File: src/rtl/bt_pkg.sv
package bt_pkg;
  localparam logic [1:0] OFF_CTRL = 2'd0;
  localparam logic [1:0] OFF_BUF  = 2'd1;
  localparam logic [1:0] OFF_IRQ  = 2'd2;

  localparam int CB_CLR_WR = 0;
  localparam int CB_CLR_RD = 1;
  localparam int CB_H2B    = 2;
  localparam int CB_B2H    = 3;
  localparam int CB_EVT    = 4;
  localparam int CB_HBUSY  = 6;
  localparam int CB_BBUSY  = 7;

  localparam int IB_EN   = 0;
  localparam int IB_PEND = 1;
endpackage

File: src/rtl/bt_ptr.sv
module bt_ptr #(
  parameter int DEPTH = 64
) (
  input  logic                     clk,
  input  logic                     rst_n,
  input  logic                     clr,
  input  logic                     inc,
  output logic [$clog2(DEPTH)-1:0] ptr
);
  localparam int AW = $clog2(DEPTH);
  localparam logic [AW-1:0] LAST = AW'(DEPTH - 1);

  logic [AW-1:0] ptr_q, ptr_d;

  always_comb begin
    ptr_d = ptr_q;
    if (clr)
      ptr_d = '0;
    else if (inc)
      ptr_d = (ptr_q == LAST) ? '0 : ptr_q + 1'b1;
  end

  always_ff @(posedge clk or negedge rst_n) begin
    if (!rst_n)
      ptr_q <= '0;
    else if (clr || inc)
      ptr_q <= ptr_d;
  end

  assign ptr = ptr_q;


  ptr_wrap_chk: assert property (@(posedge clk) disable iff (!rst_n)
    (inc && !clr && ptr_q == LAST) |=> (ptr_q == '0));
endmodule

File: src/rtl/bt_msg_buf.sv
module bt_msg_buf #(
  parameter int DEPTH = 64,
  parameter int W     = 8
) (
  input  logic                     clk,
  input  logic                     we,
  input  logic [$clog2(DEPTH)-1:0] waddr,
  input  logic [W-1:0]             wdata,
  input  logic [$clog2(DEPTH)-1:0] raddr,
  output logic [W-1:0]             rdata
);
  logic [W-1:0] mem [DEPTH];

  always_ff @(posedge clk) begin
    if (we)
      mem[waddr] <= wdata;
  end

  assign rdata = mem[raddr];
endmodule

File: src/rtl/bt_flags.sv
module bt_flags (
  input  logic clk,
  input  logic rst_n,
  input  logic wr_h2b,
  input  logic wr_b2h,
  input  logic wr_evt,
  input  logic wr_hbusy,
  input  logic irq_wr,
  input  logic irq_en_val,
  input  logic irq_ack,
  input  logic rsp_post,
  input  logic sms_set,
  input  logic req_done,
  output logic h2b,
  output logic b2h,
  output logic evt,
  output logic hbusy,
  output logic bbusy,
  output logic irq_en,
  output logic irq_pend,
  output logic take
);
  logic h2b_q, b2h_q, evt_q, hbusy_q, bbusy_q, en_q, pend_q, take_q;
  logic h2b_d, b2h_d, evt_d, hbusy_d, bbusy_d, en_d, pend_d, take_d;

  always_comb begin
    h2b_d   = h2b_q;
    b2h_d   = b2h_q;
    evt_d   = evt_q;
    hbusy_d = hbusy_q;
    bbusy_d = bbusy_q;
    en_d    = en_q;
    pend_d  = pend_q;
    take_d  = h2b_q && !bbusy_q;

    if (req_done) bbusy_d = 1'b0;
    if (take_d) begin
      h2b_d   = 1'b0;
      bbusy_d = 1'b1;
    end
    if (wr_h2b)   h2b_d   = 1'b1;
    if (wr_b2h)   b2h_d   = 1'b0;
    if (wr_evt)   evt_d   = 1'b0;
    if (wr_hbusy) hbusy_d = !hbusy_q;
    if (sms_set)  evt_d   = 1'b1;
    if (rsp_post) b2h_d   = 1'b1;

    if (irq_wr) begin
      en_d = irq_en_val;
      if (irq_ack) pend_d = 1'b0;
    end
    if (rsp_post && !b2h_q) pend_d = 1'b1;
  end

  always_ff @(posedge clk or negedge rst_n) begin
    if (!rst_n) begin
      h2b_q   <= 1'b0;
      b2h_q   <= 1'b0;
      evt_q   <= 1'b0;
      hbusy_q <= 1'b0;
      bbusy_q <= 1'b0;
      en_q    <= 1'b0;
      pend_q  <= 1'b0;
      take_q  <= 1'b0;
    end else begin
      h2b_q   <= h2b_d;
      b2h_q   <= b2h_d;
      evt_q   <= evt_d;
      hbusy_q <= hbusy_d;
      bbusy_q <= bbusy_d;
      en_q    <= en_d;
      pend_q  <= pend_d;
      take_q  <= take_d;
    end
  end

  assign h2b      = h2b_q;
  assign b2h      = b2h_q;
  assign evt      = evt_q;
  assign hbusy    = hbusy_q;
  assign bbusy    = bbusy_q;
  assign irq_en   = en_q;
  assign irq_pend = pend_q;
  assign take     = take_q;


  take_chk: assert property (@(posedge clk) disable iff (!rst_n)
    (h2b_q && !bbusy_q) |=> (bbusy_q && take_q));


  busy_hold_chk: assert property (@(posedge clk) disable iff (!rst_n)
    (bbusy_q && !req_done) |=> bbusy_q);


  bbusy_src_chk: assert property (@(posedge clk) disable iff (!rst_n)
    $rose(bbusy_q) |-> $past(h2b_q));


  pend_rise_chk: assert property (@(posedge clk) disable iff (!rst_n)
    $rose(b2h_q) |-> pend_q);


  b2h_clr_chk: assert property (@(posedge clk) disable iff (!rst_n)
    (wr_b2h && !rsp_post) |=> !b2h_q);
endmodule

File: src/rtl/bt_host_if.sv
module bt_host_if #(
  parameter int DEPTH = 64
) (
  input  logic                     clk,
  input  logic                     rst_n,
  input  logic [1:0]               host_addr,
  input  logic                     host_wr,
  input  logic                     host_rd,
  input  logic [7:0]               host_wdata,
  output logic [7:0]               host_rdata,
  output logic                     host_irq,
  output logic                     req_valid,
  output logic [7:0]               req_len,
  input  logic [$clog2(DEPTH)-1:0] req_rd_addr,
  output logic [7:0]               req_rd_data,
  input  logic                     req_done,
  input  logic                     rsp_we,
  input  logic [$clog2(DEPTH)-1:0] rsp_addr,
  input  logic [7:0]               rsp_wdata,
  input  logic                     rsp_post,
  input  logic                     sms_set
);
  import bt_pkg::*;

  localparam int AW = $clog2(DEPTH);

  logic [1:0] rst_pipe;
  logic       rst_sync_n;

  always_ff @(posedge clk or negedge rst_n) begin
    if (!rst_n) rst_pipe <= 2'b00;
    else        rst_pipe <= {rst_pipe[0], 1'b1};
  end
  assign rst_sync_n = rst_pipe[1];

  logic ctrl_wr, buf_wr, buf_rd, irq_wr;
  assign ctrl_wr = host_wr && (host_addr == OFF_CTRL);
  assign buf_wr  = host_wr && (host_addr == OFF_BUF);
  assign buf_rd  = host_rd && (host_addr == OFF_BUF);
  assign irq_wr  = host_wr && (host_addr == OFF_IRQ);

  logic [AW-1:0] wptr, rptr;
  logic [7:0]    rsp_byte;

  bt_ptr #(.DEPTH(DEPTH)) u_wptr (
    .clk(clk), .rst_n(rst_sync_n),
    .clr(ctrl_wr && host_wdata[CB_CLR_WR]), .inc(buf_wr), .ptr(wptr));

  bt_ptr #(.DEPTH(DEPTH)) u_rptr (
    .clk(clk), .rst_n(rst_sync_n),
    .clr(ctrl_wr && host_wdata[CB_CLR_RD]), .inc(buf_rd), .ptr(rptr));

  bt_msg_buf #(.DEPTH(DEPTH), .W(8)) u_req_buf (
    .clk(clk), .we(buf_wr), .waddr(wptr), .wdata(host_wdata),
    .raddr(req_rd_addr), .rdata(req_rd_data));

  bt_msg_buf #(.DEPTH(DEPTH), .W(8)) u_rsp_buf (
    .clk(clk), .we(rsp_we), .waddr(rsp_addr), .wdata(rsp_wdata),
    .raddr(rptr), .rdata(rsp_byte));

  logic h2b, b2h, evt, hbusy, bbusy, irq_en, irq_pend, take;

  bt_flags u_flags (
    .clk(clk), .rst_n(rst_sync_n),
    .wr_h2b(ctrl_wr && host_wdata[CB_H2B]),
    .wr_b2h(ctrl_wr && host_wdata[CB_B2H]),
    .wr_evt(ctrl_wr && host_wdata[CB_EVT]),
    .wr_hbusy(ctrl_wr && host_wdata[CB_HBUSY]),
    .irq_wr(irq_wr),
    .irq_en_val(host_wdata[IB_EN]),
    .irq_ack(host_wdata[IB_PEND]),
    .rsp_post(rsp_post), .sms_set(sms_set), .req_done(req_done),
    .h2b(h2b), .b2h(b2h), .evt(evt), .hbusy(hbusy), .bbusy(bbusy),
    .irq_en(irq_en), .irq_pend(irq_pend), .take(take));

  logic [7:0] len_q, len_d;
  logic       len_load;

  assign len_load = buf_wr && (wptr == '0);

  always_comb begin
    len_d = len_q;
    if (len_load) len_d = host_wdata;
  end

  always_ff @(posedge clk or negedge rst_sync_n) begin
    if (!rst_sync_n)   len_q <= 8'h00;
    else if (len_load) len_q <= len_d;
  end

  logic [7:0] ctrl_view, irq_view;

  always_comb begin
    ctrl_view           = 8'h00;
    ctrl_view[CB_H2B]   = h2b;
    ctrl_view[CB_B2H]   = b2h;
    ctrl_view[CB_EVT]   = evt;
    ctrl_view[CB_HBUSY] = hbusy;
    ctrl_view[CB_BBUSY] = bbusy;
    irq_view            = 8'h00;
    irq_view[IB_EN]     = irq_en;
    irq_view[IB_PEND]   = irq_pend;
    case (host_addr)
      OFF_CTRL: host_rdata = ctrl_view;
      OFF_BUF:  host_rdata = rsp_byte;
      OFF_IRQ:  host_rdata = irq_view;
      default:  host_rdata = 8'h00;
    endcase
  end

  assign host_irq  = irq_en && irq_pend;
  assign req_valid = take;
  assign req_len   = len_q;


  wptr_adv_chk: assert property (@(posedge clk) disable iff (!rst_sync_n)
    (buf_wr && !ctrl_wr && wptr != AW'(DEPTH - 1)) |=> (wptr == $past(wptr) + 1'b1));


  irq_gate_chk: assert property (@(posedge clk) disable iff (!rst_sync_n)
    (!irq_en) |-> !host_irq);
endmodule

File: config.mk
export PLATFORM = sky130hd
export DESIGN_NAME = bt_host_if
export DESIGN_NICKNAME = d
export VERILOG_FILES = /design/src/rtl/bt_pkg.sv /design/src/rtl/bt_ptr.sv /design/src/rtl/bt_msg_buf.sv /design/src/rtl/bt_flags.sv /design/src/rtl/bt_host_if.sv
export SDC_FILE = /design/constraint.sdc
export NUM_CORES = 1
export LEC_CHECK = 0
export BUFFER_PORTS_ARGS = -buffer_cell sky130_fd_sc_hd__buf_4
export CAP_MARGIN = 25
export CORE_MARGIN = 3
export CORE_UTILIZATION = 35
export CTS_CLUSTER_DIAMETER = 120
export DETAILED_ROUTE_END_ITERATION = 12
export GPL_TIMING_DRIVEN = 0
export PLACE_DENSITY = 0.55
export SLEW_MARGIN = 0
export SYNTH_ARGS = -nofsm -noshare
export SYNTH_HDL_FRONTEND = slang
export SYNTH_SLANG_ARGS = --single-unit
export TNS_END_PERCENT = 30
File: constraint.sdc
create_clock -name clk -period 9.4 [get_ports clk]
set_input_delay 1.88 -clock clk [delete_from_list [all_inputs] [get_ports clk]]
set_output_delay 1.88 -clock clk [all_outputs]
set_load 0.02 [all_outputs]
* Word-level counts from Yosys, hierarchy flattened
Memories as Yosys holds them, arrays and structs flattened. Index checks and enable logic that the tools add are counted.
Cells by class: add/subtract/negate cells 2, multipliers 0, div/mod/pow operators 0, magnitude comparators 0, equal/unequal tests 4, shift-type cells 0, multiplexer cells 22, bitwise operators 0, reductions and logical operators 32
Operators by type and width (count):
- $mux 6 | 6
- $pmux 8 s3 | 1
- $reduce_bool 2->1 | 8
- $mux 1 | 15
- $logic_and 1x1->1 | 14
- $add 6x1->6 const B | 2
- $eq 6x6->1 const B | 2
- $logic_not 6->1 | 1
- $reduce_and 2->1 | 3
- $logic_not 1->1 | 3
- $eq 2x1->1 const B | 1
- $eq 2x2->1 const B | 1
- $logic_not 2->1 | 1
- $logic_or 1x1->1 | 2
Storage, ports and cells: bits in registers 30, latch bits 0, memory bits (writable) 1024, bits in read-only memories 0, bits of input ports 38, logic and storage cells 74, memories 2
Memory list:
- u_req_buf.mem | depth 64, width 8, read ports 1, clocked after Yosys merged registers in 0, write ports 1, line bt_msg_buf.sv:12 | logic [W-1:0] mem [DEPTH];
- u_rsp_buf.mem | depth 64, width 8, read ports 1, clocked after Yosys merged registers in 0, write ports 1, line bt_msg_buf.sv:12

* Longest topological paths before layout
Gate-level depths: netlist of run 1.
word-level depth 5, mapped depth 10

* By module
A second synthesis of run 1 with hierarchy kept.
Unflattened totals: cells, all modules 2004, area total of the unflattened synthesis 41564.9 um2
Modules (own cells, without submodules):
- bt_msg_buf | times used 2, cells each 932, area an instance 20006.7 um2
- bt_ptr | times used 2, cells each 35, area an instance 332.8 um2
- bt_host_if | times used 1, cells each 50, area an instance 604.3 um2
- bt_flags | times used 1, cells each 20, area an instance 281.5 um2

* Worst setup path after synthesis of run 1
Ideal clock, no wire load.
path kind input to output, from in req_rd_addr[1], to out req_rd_data[0], arrival 3.828 ns, data required time 7.520 ns, slack 3.692 ns, stages on the path 7, path through clkbuf_1 -> clkbuf_1 -> buf_2 -> mux4_2 -> mux4_2 -> o211ai_1 -> o21ai_1
On the way: cells in the longest elaborated chain, start to end 1
RTL lines:
- start, declared | line bt_host_if.sv:14 | input logic [$clog2(DEPTH)-1:0] req_rd_addr,
- $mem_v2 64x8
- end, declared | line bt_host_if.sv:15 | output logic [7:0] req_rd_data,
No other way between the ends.

* Worst setup path after layout of run 1
from in req_rd_addr[1], to out req_rd_data[3]
Same word-level chain as after synthesis.

==> metrics.md, run 1 <==
| Metric | Value |
|---|---|
| Largest net degree at the start of global routing | `68` |
| RSZ-0062 raised after global routing | `false` |
| DRC Markers | `0` |
| Initial Utilization | `35.3%` |
| Hold_buf cts | `0` |
| Post-synthesis sequential area ratio | `76.5%` |
| Tcrit/Tclk final | `76.5%` |
| Syn_area_per_cell | `21.7 sq um` |
| Slew Limit Fails | `0` |
| FF/Latch Area | `0.0315 sq mm` |
| Number of flops mapped to enable cells by yosys | `1024` |
| Worst slack, placed | `2.22 ns` |
| Leak | `14.6 nW` |
| CTS buffer count | `108` |
| Final nets | `2118` |
| Maximum vdd drop | `150 uV` |
| GP Congestion | `0.852` |
| Most area-hungry cell type in the Yosys netlist | `edfxtp_1` |
| Clock Pin Slew Worst Setup and Hold Paths | `0.06 ns` |
| Worst setup EP type | `output pin` |
| Worst EP required | `7.52 ns` |
| Vias in the first global route | `20.6k` |
| Final Hold Vio Count | `0` |
| Mapped Cells | `1893` |
| Final Power | `10.6 mW` |
| CTS root buffer | `clkbuf_16` |
| Tmin final | `7.19 ns` |
| Worst Setup Path Type | `in2out` |
| Xor/xnor share of the synthesized area | `0.128%` |
| First-pass GRT wire length | `148000 um` |
| Post-synthesis compound-gate area fraction | `1.43%` |
| Area occupied by multi-input gates | `0.00913 sq mm` |
| Worst Skew | `0.0221 ns` |
| IO Count | `64` |
| Worst-Skew Late Latency | `0.67 ns` |
| Wire per inst | `27.9 um` |
| Simple-Gate Fraction of Synth Area | `3.14%` |
| PostCTS Resize Cnt | `0` |
| Port Buffers | `60` |
| Vias per std cell | `5.40` |
| Die span in x | `349 um` |
| Die ar. | `0.122 sq mm` |
| CTS tree | `built` |
| Max frequency | `0.139 GHz` |
| Syn_nets | `1934` |
| Layout cell share with drive strength beyond 1 | `27.3%` |
| Filler instances | `10.2k` |
| Initial DRT Pass Iterations | `6` |
| Area share of the largest cell type after synthesis | `74.7%` |
| Antenna violations before repair | `1` |
| Grt ovf | `0` |
| Post-Synth Adder-Cell Area | `0.0912%` |
| CTS max path bufs | `3` |
| Pwr dens | `225 mW/mm^2` |
| DR vias | `19.9k` |
| DR iter-0 viols | `2229` |
| Core Footprint | `0.117 sq mm` |
| Total of max-cap violations | `0` |
| Main area contributors after synthesis | `edfxtp_1 75%, mux4_2 16%, dfrtp_1 1.8%` |
| Mux share of post-synthesis cell area | `17.4%` |
| Core Util, Final | `40.4%` |
| Synth Cell Area | `0.0412 sq mm` |
| Die height | `349 um` |
| Critical Path Start Type | `input port` |
| Hold Worst Slack | `0.351 ns` |
| CTS H-tree lvls | `3` |
| Post-DP HPWL | `66400 um` |
| Postcts setup bufs | `0` |
| Antenna viol nets, final | `0` |
| Final WL | `103000 um` |
| Status | `complete, no violations` |
| Worst-Margin Slew | `1.05 ns` |
| Distinct cells, synth | `51` |
| Max-slew headroom | `29.8%` |
| Final worst slack | `2.21 ns` |
| Clock sink total | `1054` |
| Prevailing post-synth register cell | `edfxtp_1` |
| HP Class | `reg2async` |
| Post-Route Setup TNS | `0 ns` |
| Main combinational cell family by area after synthesis | `multiplexers` |
| Endpoints failing setup | `0` |
| Cell row count | `125` |
| GRT Resource Usage Total | `16.9%` |
| Flops & latches, synth | `1054` |
| Synth warn | `0` |
| Asr flop ratio synth | `2.85%` |
| Arrival time worst endpoint | `5.31 ns` |
| Crit path max fanout | `10` |
| Syn-to-layout area delta | `14.3%` |
[path summary, 6_finish.rpt]
path	from	endpoint	slack, ns	depth (start not counted)
max	req_rd_addr[1]	req_rd_data[3]	2.21	8
min	rst_pipe[1]	req_len[2]	0.35	0
max reg2reg	u_rptr.ptr[1]	u_rptr.ptr[3]	6.37	6
min reg2reg	rst_pipe[1]	req_len[2]	0.35	0
max in group asynchronous	rst_n	rst_pipe[1]	8.33	1
min in group clk	rst_pipe[0]	rst_pipe[1]	0.35	0
[per-stage QoR]
stage          area (sq um)  instances
6_report              47100       3687
5_1_grt               47100       3686
4_1_cts               47000       3678
3_5_place_dp          43600       3483
3_3_place_gp          43500       3477
2_1_floorplan         41200       1893
[cell type report]
cell class / count / area share, %
diodes: 1 / 0.00532
plain buffers: 96 / 1.07
clock buffers: 133 / 6.05
clock inverters: 62 / 1.18
inverters: 7 / 0.0558
multi-input cells: 736 / 19.4
flip-flops and latches: 1054 / 66.9
well taps: 1524 / 4.05
repair buffers: 74 / 1.22
[sequential cells by signal, summed over array words and instances (netlist names)]
| signal | count |
|---|---|
| req_len | 8 |
| rst_pipe | 2 |
| u_flags.b2h | 1 |
| u_flags.bbusy | 1 |
| u_flags.evt | 1 |
| u_flags.h2b | 1 |
| u_flags.hbusy | 1 |
| u_flags.irq_en | 1 |
| u_flags.irq_pend | 1 |
| u_flags.take | 1 |
| u_req_buf.mem | 512 |
| u_rptr.ptr | 6 |
| u_rsp_buf.mem | 512 |
| u_wptr.ptr | 6 |
[power breakdown]
group / switching (mW) / internal, mW
clock network: 1.75 / 2.39
registers: 0.0367 / 5.21
logic: 0.696 / 0.492
total: 2.49 / 8.09
[cell usage in the layout (no fill, tap or decap), types with 4 or more instances in the layout]
cell	n
inv_1	4
o21ai_1	10
nor3_1	5
nand3_1	24
buf_2	30
nor2_1	146
a22oi_1	5
o211ai_1	20
mux2i_1	30
and3_1	5
nand2b_1	10
a21oi_1	13
clkinvlp_4	4
and2_1	8
clkinv_1	29
a221oi_1	12
or3_1	4
nand3b_1	4
mux4_2	286
clkinv_2	16
clkbuf_1	67
clkbuf_16	109
bufinv_16	9
buf_1	6
a32oi_1	5
nor2b_1	14
dfrtp_1	29
buf_6	14
o21ai_0	6
edfxtp_1	1024
nand2_1	58
mux2_2	35
buf_4	71
[layer usage]
| metal | wire length, um | up-vias | GRT usage, % |
|---|---|---|---|
| li1 | - | 8285 | - |
| met1 | 42800 | 10700 | 22.9 |
| met2 | 50800 | 762 | 27.8 |
| met3 | 6720 | 163 | 3.24 |
| met4 | 2610 | 0 | 5.02 |
| met5 | 0 | - | 0 |
[logic make-up after synthesis]
kind of cell,Yosys count
flops,1054
mux,353
simple gates,290
buf+inv,103
compound gates,83
xor+xnor,6
fa+ha+maj,3
other cells,1
[worst max-delay path, stage by stage]
cell and delay [ns]:
clkbuf_1 0.59, clkbuf_1 0.72, buf_2 0.42, mux4_2 0.40, mux4_2 0.52, o211ai_1 0.33
o21ai_1 0.24, buf_4 0.21
[cell usage after synthesis (3+ instances only)]
cell type  instances
o211ai_1          20
xnor2_1            3
o21ai_0            6
and3b_1            3
nand2b_1          10
buf_2             26
a221oi_1          12
mux2i_1           30
nand4_1            3
a21oi_1           13
xor2_1             3
buf_1              6
and3_1             5
dfrtp_1           30
inv_1              4
mux4_2           286
ha_1               3
a32oi_1            5
nand3_1           24
nor3_1             5
buf_6             12
nand3b_1           4
a22oi_1            5
nor2b_1           14
buf_4              6
nor2_1           146
or3_1              4
edfxtp_1        1024
nand2_1           58
and2_1             8
o21ai_1           10
clkbuf_1          46
mux2_2            35
(Power assumes the default switching activity.)
==> run 2, diff against run 1 <==
Settings changed: PLACE_DENSITY 0.55 to 0.57.
Clock period 9.4 ns to 6.6 ns, I/O delays scaled along.
==> run 2 against run 1 <==
Effect of this change:
- clock power increased by 44%
- via count increased by 0.55%
- wire length increased by 0.18%
- register-to-register slack got worse by 2.8 ns
- largest power group unchanged
- final cell count increased by 0.14%
- critical endpoint is now host_rdata[0]
==> metrics.md, run 2 (synthesis results as in run 1) <==
| Metric | Value |
|---|---|
| Status | `complete, no violations (unchanged)` |
| Port Buffers | `60 (unchanged)` |
| Total instance count after detailed placement | `3484 (was 3483)` |
| Reg2Reg Capture Point | `u_rptr.ptr[5] (was u_rptr.ptr[3])` |
| Critical Path Start Type | `flop (was input port)` |
| Syn-to-layout area delta | `14.4% (was 14.3%)` |
| Clock Pin Slew Worst Setup and Hold Paths | `0.06 ns (about the same)` |
| CTS buffer count | `110 (was 108)` |
| IO Count | `64 (unchanged)` |
| Max-slew headroom | `30.1% (was 29.8%)` |
| DRC Markers | `0 (unchanged)` |
| Initial DRT Pass Iterations | `6 (unchanged)` |
| Worst Skew | `0.0462 ns (was 0.0221 ns)` |
| Final Cell Area | `0.0471 sq mm (about the same)` |
| Cell row count | `125 (unchanged)` |
| Largest net degree at the start of global routing | `68 (unchanged)` |
| Wire per inst | `27.9 um (about the same)` |
| Vias in the first global route | `20.8k (was 20.6k)` |
| Worst-Skew Late Latency | `0.70 ns (was 0.67 ns)` |
| Maximum vdd drop | `219 uV (was 150 uV)` |
| Core Footprint | `0.117 sq mm (unchanged)` |
| Pwr dens | `322 mW/mm^2 (was 225 mW/mm^2)` |
| Vias per std cell | `5.42 (was 5.40)` |
| RR Startpoint | `u_rptr.ptr[1] (unchanged)` |
| Final WL | `103000 um (about the same)` |
| Die ar. | `0.122 sq mm (unchanged)` |
| GRT Resource Usage Total | `17.0% (was 16.9%)` |
| Post-DP HPWL | `66300 um (was 66400 um)` |
| Max frequency | `0.170 GHz` |
| Die height | `349 um (unchanged)` |
| Worst-Margin Slew | `1.05 ns (about the same)` |
| CTS max path bufs | `3 (unchanged)` |
| Most common cell after layout, fill and taps aside | `edfxtp_1 (unchanged)` |
| Clock sink total | `1054 (unchanged)` |
| Leak | `14.6 nW (about the same)` |
| RSZ-0062 raised after global routing | `false (unchanged)` |
| HP Class | `reg2async (unchanged)` |
| Layout cell share with drive strength beyond 1 | `27.1% (was 27.3%)` |
| DP Area | `0.0436 sq mm (about the same)` |
| Slew Limit Fails | `0 (unchanged)` |
| DR vias | `20.0k (was 19.9k)` |
| Antenna viol nets, final | `0 (unchanged)` |
| Worst Setup Path Type | `reg2out (was in2out)` |
| First-pass GRT wire length | `150000 um (was 148000 um)` |
| CP Launch Point | `u_rptr.ptr[3] (was req_rd_addr[1])` |
| Final nets | `2113 (was 2118)` |
| Core Util, Final | `40.4% (about the same)` |
| Antenna violations before repair | `2 (was 1)` |
| CTS root buffer | `clkbuf_16 (unchanged)` |
| Final Hold Vio Count | `0 (unchanged)` |
| Worst R2R Setup Slack | `3.60 ns (was 6.37 ns)` |
| Endpoints failing setup | `0 (unchanged)` |
| Postcts setup bufs | `0 (unchanged)` |
| Worst EP required | `5.28 ns (was 7.52 ns)` |
| Initial Utilization | `35.3% (unchanged)` |
| CTS H-tree lvls | `3 (unchanged)` |
| PostCTS Resize Cnt | `0 (unchanged)` |
| DR iter-0 viols | `2307 (was 2229)` |
| Crit path max fanout | `10 (unchanged)` |
| Die span in x | `349 um (unchanged)` |
| Total of max-cap violations | `0 (unchanged)` |
| GP Congestion | `0.883 (was 0.852)` |
| Grt ovf | `0 (unchanged)` |
| Tcrit/Tclk final | `89.1%` |
| Post-Route Setup TNS | `0 ns (unchanged)` |
| Tmin final | `5.88 ns` |
| Most frequent cells in the layout | `1024 x edfxtp_1, 286 x mux4_2, 146 x nor2_1 (unchanged)` |
| Worst setup EP type | `output pin (unchanged)` |
| Final Non-Filler Cells | `3692 (was 3687)` |
| CTS tree | `built (unchanged)` |
| R2R cell count | `6 (unchanged)` |
| Arrival time worst endpoint | `4.56 ns (was 5.31 ns)` |
| Hold_buf cts | `0 (unchanged)` |
## run 2: cell type report
class                      count  area, sq um
tap                         1524         1910
inverter                       7         26.3
clock inverter                64          606
buffer                        96          505
antenna                        2         5.00
multi-input combinational    736         9130
timing repair buffer          67          513
sequential                  1054        31500
fill                       10200        69400
clock buffer                 142         2900
## run 2: worst max path at each step
stage,to,slack (ns),cells after the start
6_report,host_rdata[0],0.72,8
4_1_cts,req_rd_data[3],0.81,8
3_3_place_gp,req_rd_data[3],0.79,8
2_1_floorplan,req_rd_data[0],2.01,7
5_1_grt,host_rdata[0],0.68,8
3_5_place_dp,req_rd_data[7],0.82,8
## run 2: critical path, cell delays in order, from the launching register on
cell and delay [ns]:
dfrtp_1 0.38, buf_2 0.35, clkbuf_1 0.62, clkbuf_1 0.54, clkbuf_1 0.52, o211ai_1 0.27, a32oi_1 0.56, o21ai_0 0.36
buf_4 0.26
## run 2: routing by layer
metal | global-route usage, % | wire length [um] | vias up
li1 | - | - | 8265
met1 | 23.5 | 42800 | 10800
met2 | 27.5 | 50200 | 788
met3 | 3.09 | 7400 | 162
met4 | 5.01 | 2780 | 0
met5 | 0 | 0 | -
## run 2: where the power goes
part | leakage, nW | switching, mW | total, mW | internal [mW]
logic | 3.29 | 1.01 | 1.71 | 0.695
registers | 9.58 | 0.0553 | 7.48 | 7.42
clock network | 1.70 | 2.58 | 5.97 | 3.39
## run 2: metrics by stage
| stage | hold slack (ns) | setup slack (ns) | power [mW] |
|---|---|---|---|
| detailed placement | 0.337 | 0.820 | 9.34 |
| global placement | 0.338 | 0.793 | 9.30 |
| finish | 0.348 | 0.721 | 15.2 |
| global route | 0.352 | 0.685 | 15.6 |
| floorplan | 0.331 | 2.01 | 8.60 |
| CTS | 0.350 | 0.812 | 15.3 |
==> run 3, diff against run 2 <==
Settings changed: REMOVE_ABC_BUFFERS set to 1.
==> run 3 against run 2 <==
Effect of this change:
- sequential power up 1%
- critical path depth unchanged
- final cell count fell by 3.1%
- count of clock-buffer cells in the layout is 9 lower
==> metrics.md, run 3 (synthesis results as in run 1) <==
| Metric | Value |
|---|---|
| Critical Path Start Type | `input port (was flop)` |
| Final WL | `92700 um (was 103000 um)` |
| Slew Limit Fails | `0 (unchanged)` |
| Postcts setup bufs | `0 (unchanged)` |
| Initial Utilization | `35.3% (unchanged)` |
| RSZ-0062 raised after global routing | `false (unchanged)` |
| Filler instances | `10.2k (about the same)` |
| Diode count | `0 (was 2)` |
| DRC Markers | `0 (unchanged)` |
| Arrival time worst endpoint | `4.26 ns (was 4.56 ns)` |
| CTS tree | `built (unchanged)` |
| Max-slew headroom | `31.8% (was 30.1%)` |
| Die span in x | `349 um (unchanged)` |
| Initial DRT Pass Iterations | `5 (was 6)` |
| DR iter-0 viols | `2184 (was 2307)` |
| Most frequent cells in the layout | `1024 x edfxtp_1, 286 x mux4_2, 146 x nor2_1 (unchanged)` |
| GP Congestion | `0.798 (was 0.883)` |
| PostCTS Resize Cnt | `0 (unchanged)` |
| CTS buffer count | `101 (was 110)` |
| Hold Worst Slack | `0.195 ns (was 0.348 ns)` |
| Status | `complete, no violations (unchanged)` |
| Maximum vdd drop | `234 uV (was 219 uV)` |
| Wire per inst | `25.9 um (was 27.9 um)` |
| Most common cell after layout, fill and taps aside | `edfxtp_1 (unchanged)` |
| Tcrit/Tclk final | `84.5% (was 89.1%)` |
| R2R cell count | `5 (was 6)` |
| CP max-delay cell | `mux4_2 (was clkbuf_1)` |
| Post-Route Setup TNS | `0 ns (unchanged)` |
| Port Buffers | `63 (was 60)` |
| Vias per std cell | `5.33 (was 5.42)` |
| Vias in the first global route | `19.7k (was 20.8k)` |
| HP Class | `reg2async (unchanged)` |
| CTS H-tree lvls | `3 (unchanged)` |
| Worst-Skew Late Latency | `0.66 ns (was 0.70 ns)` |
| Leak | `14.2 nW (was 14.6 nW)` |
| Grt ovf | `0 (unchanged)` |
| Layout cell share with drive strength beyond 1 | `26.3% (was 27.1%)` |
| CP max stage delay | `0.61 ns (was 0.62 ns)` |
| Antenna violations before repair | `1 (was 2)` |
| Final Hold Vio Count | `0 (unchanged)` |
| Post-DP HPWL | `55200 um (was 66300 um)` |
| Antenna viol nets, final | `0 (unchanged)` |
| Worst Setup Path Type | `in2out (was reg2out)` |
| Total of max-cap violations | `0 (unchanged)` |
| Pwr dens | `315 mW/mm^2 (was 322 mW/mm^2)` |
| Tmin final | `5.58 ns (was 5.88 ns)` |
| CTS root buffer | `clkbuf_16 (unchanged)` |
| Worst R2R Setup Slack | `3.86 ns (was 3.60 ns)` |
| Worst Skew | `0.0132 ns (was 0.0462 ns)` |
| CTS max path bufs | `3 (unchanged)` |
| Worst setup EP type | `output pin (unchanged)` |
| Die height | `349 um (unchanged)` |
| Final nets | `2015 (was 2113)` |
| Worst-Margin Slew | `1.01 ns (was 1.05 ns)` |
| Core Footprint | `0.117 sq mm (unchanged)` |
| Endpoints failing setup | `0 (unchanged)` |
| GRT Resource Usage Total | `15.2% (was 17.0%)` |
| Worst EP required | `5.28 ns (about the same)` |
| IO Count | `64 (unchanged)` |
| Crit path max fanout | `62 (was 10)` |
| DR vias | `19.1k (was 20.0k)` |
| Syn-to-layout area delta | `13.0% (was 14.4%)` |
| Cell row count | `125 (unchanged)` |
| Hold_buf cts | `0 (unchanged)` |
| Cell chain of the critical path | `buf_8 -> buf_16 -> buf_16 -> mux4_2 -> mux4_2 -> mux2i_1 -> o21ai_1 -> buf_4 (was buf_2 -> clkbuf_1 -> clkbuf_1 -> clkbuf_1 -> o211ai_1 -> a32oi_1 -> o21ai_0 -> buf_4)` |
| Clock Pin Slew Worst Setup and Hold Paths | `0.06 ns (about the same)` |
| Clock sink total | `1054 (unchanged)` |
| Die ar. | `0.122 sq mm (unchanged)` |
| Largest net degree at the start of global routing | `78 (was 68)` |
| Max frequency | `0.179 GHz (was 0.170 GHz)` |
| First-pass GRT wire length | `137000 um (was 150000 um)` |
## run 3: final cells by class
class                   instances  area, sq um  area share, %
multi-input cells             736         9150           19.7
well taps                    1524         1910           4.10
inverters                       7         26.3         0.0565
flip-flops and latches       1054        31500           67.8
repair buffers                 74          729           1.57
clock inverters                51          440          0.947
clock buffers                 133         2740           5.90
## run 3: power breakdown
part	total [mW]	switching, mW	internal [mW]
clock network	5.61	2.38	3.22
registers	7.58	0.158	7.42
logic	1.47	0.795	0.677
total	14.7	3.34	11.3
## run 3: worst paths after layout
path / endpoint / from
max in group asynchronous: u_rptr.ptr[0] / rst_pipe[1]
min reg2reg: u_wptr.ptr[4] / rst_pipe[1]
max: req_rd_data[4] / req_rd_addr[0]
max reg2reg: u_rptr.ptr[5] / u_rptr.ptr[2]
min: u_wptr.ptr[4] / rst_pipe[1]
min in group clk: rst_pipe[1] / rst_pipe[0]
## run 3: worst max-delay path, delay by kind of cell
family / cells / cell delay, ns
AOI/OAI and AO/OA: 1 / 0.17
muxes: 3 / 1.44
buffers and inverters: 4 / 1.20
## run 3: through the flow
| step | area [sq um] | total power [mW] | std cells | worst slack (ns) | utilization (%) |
|---|---|---|---|---|---|
| after detailed placement | 43300 | 9.21 | 3395 | 0.907 | 37.2 |
| after floorplan | 40700 | 8.60 | 1797 | -1.33 | - |
| final | 46500 | 14.7 | 3579 | 1.02 | 39.9 |
| after global placement | 43000 | 9.31 | 3384 | -4.07 | 36.9 |
| after global routing | 46500 | 15.2 | 3579 | 0.820 | 39.9 |
| after CTS | 46500 | 14.8 | 3579 | 0.901 | 39.9 |
## run 3: layer usage
layer | share of wire, % | up-vias | GRT usage, %
li1 | - | 8058 | -
met1 | 43 | 10200 | 21.7
met2 | 48 | 683 | 24.1
met3 | 7.0 | 128 | 2.94
met4 | 2.2 | 0 | 3.90
met5 | 0 | - | 0
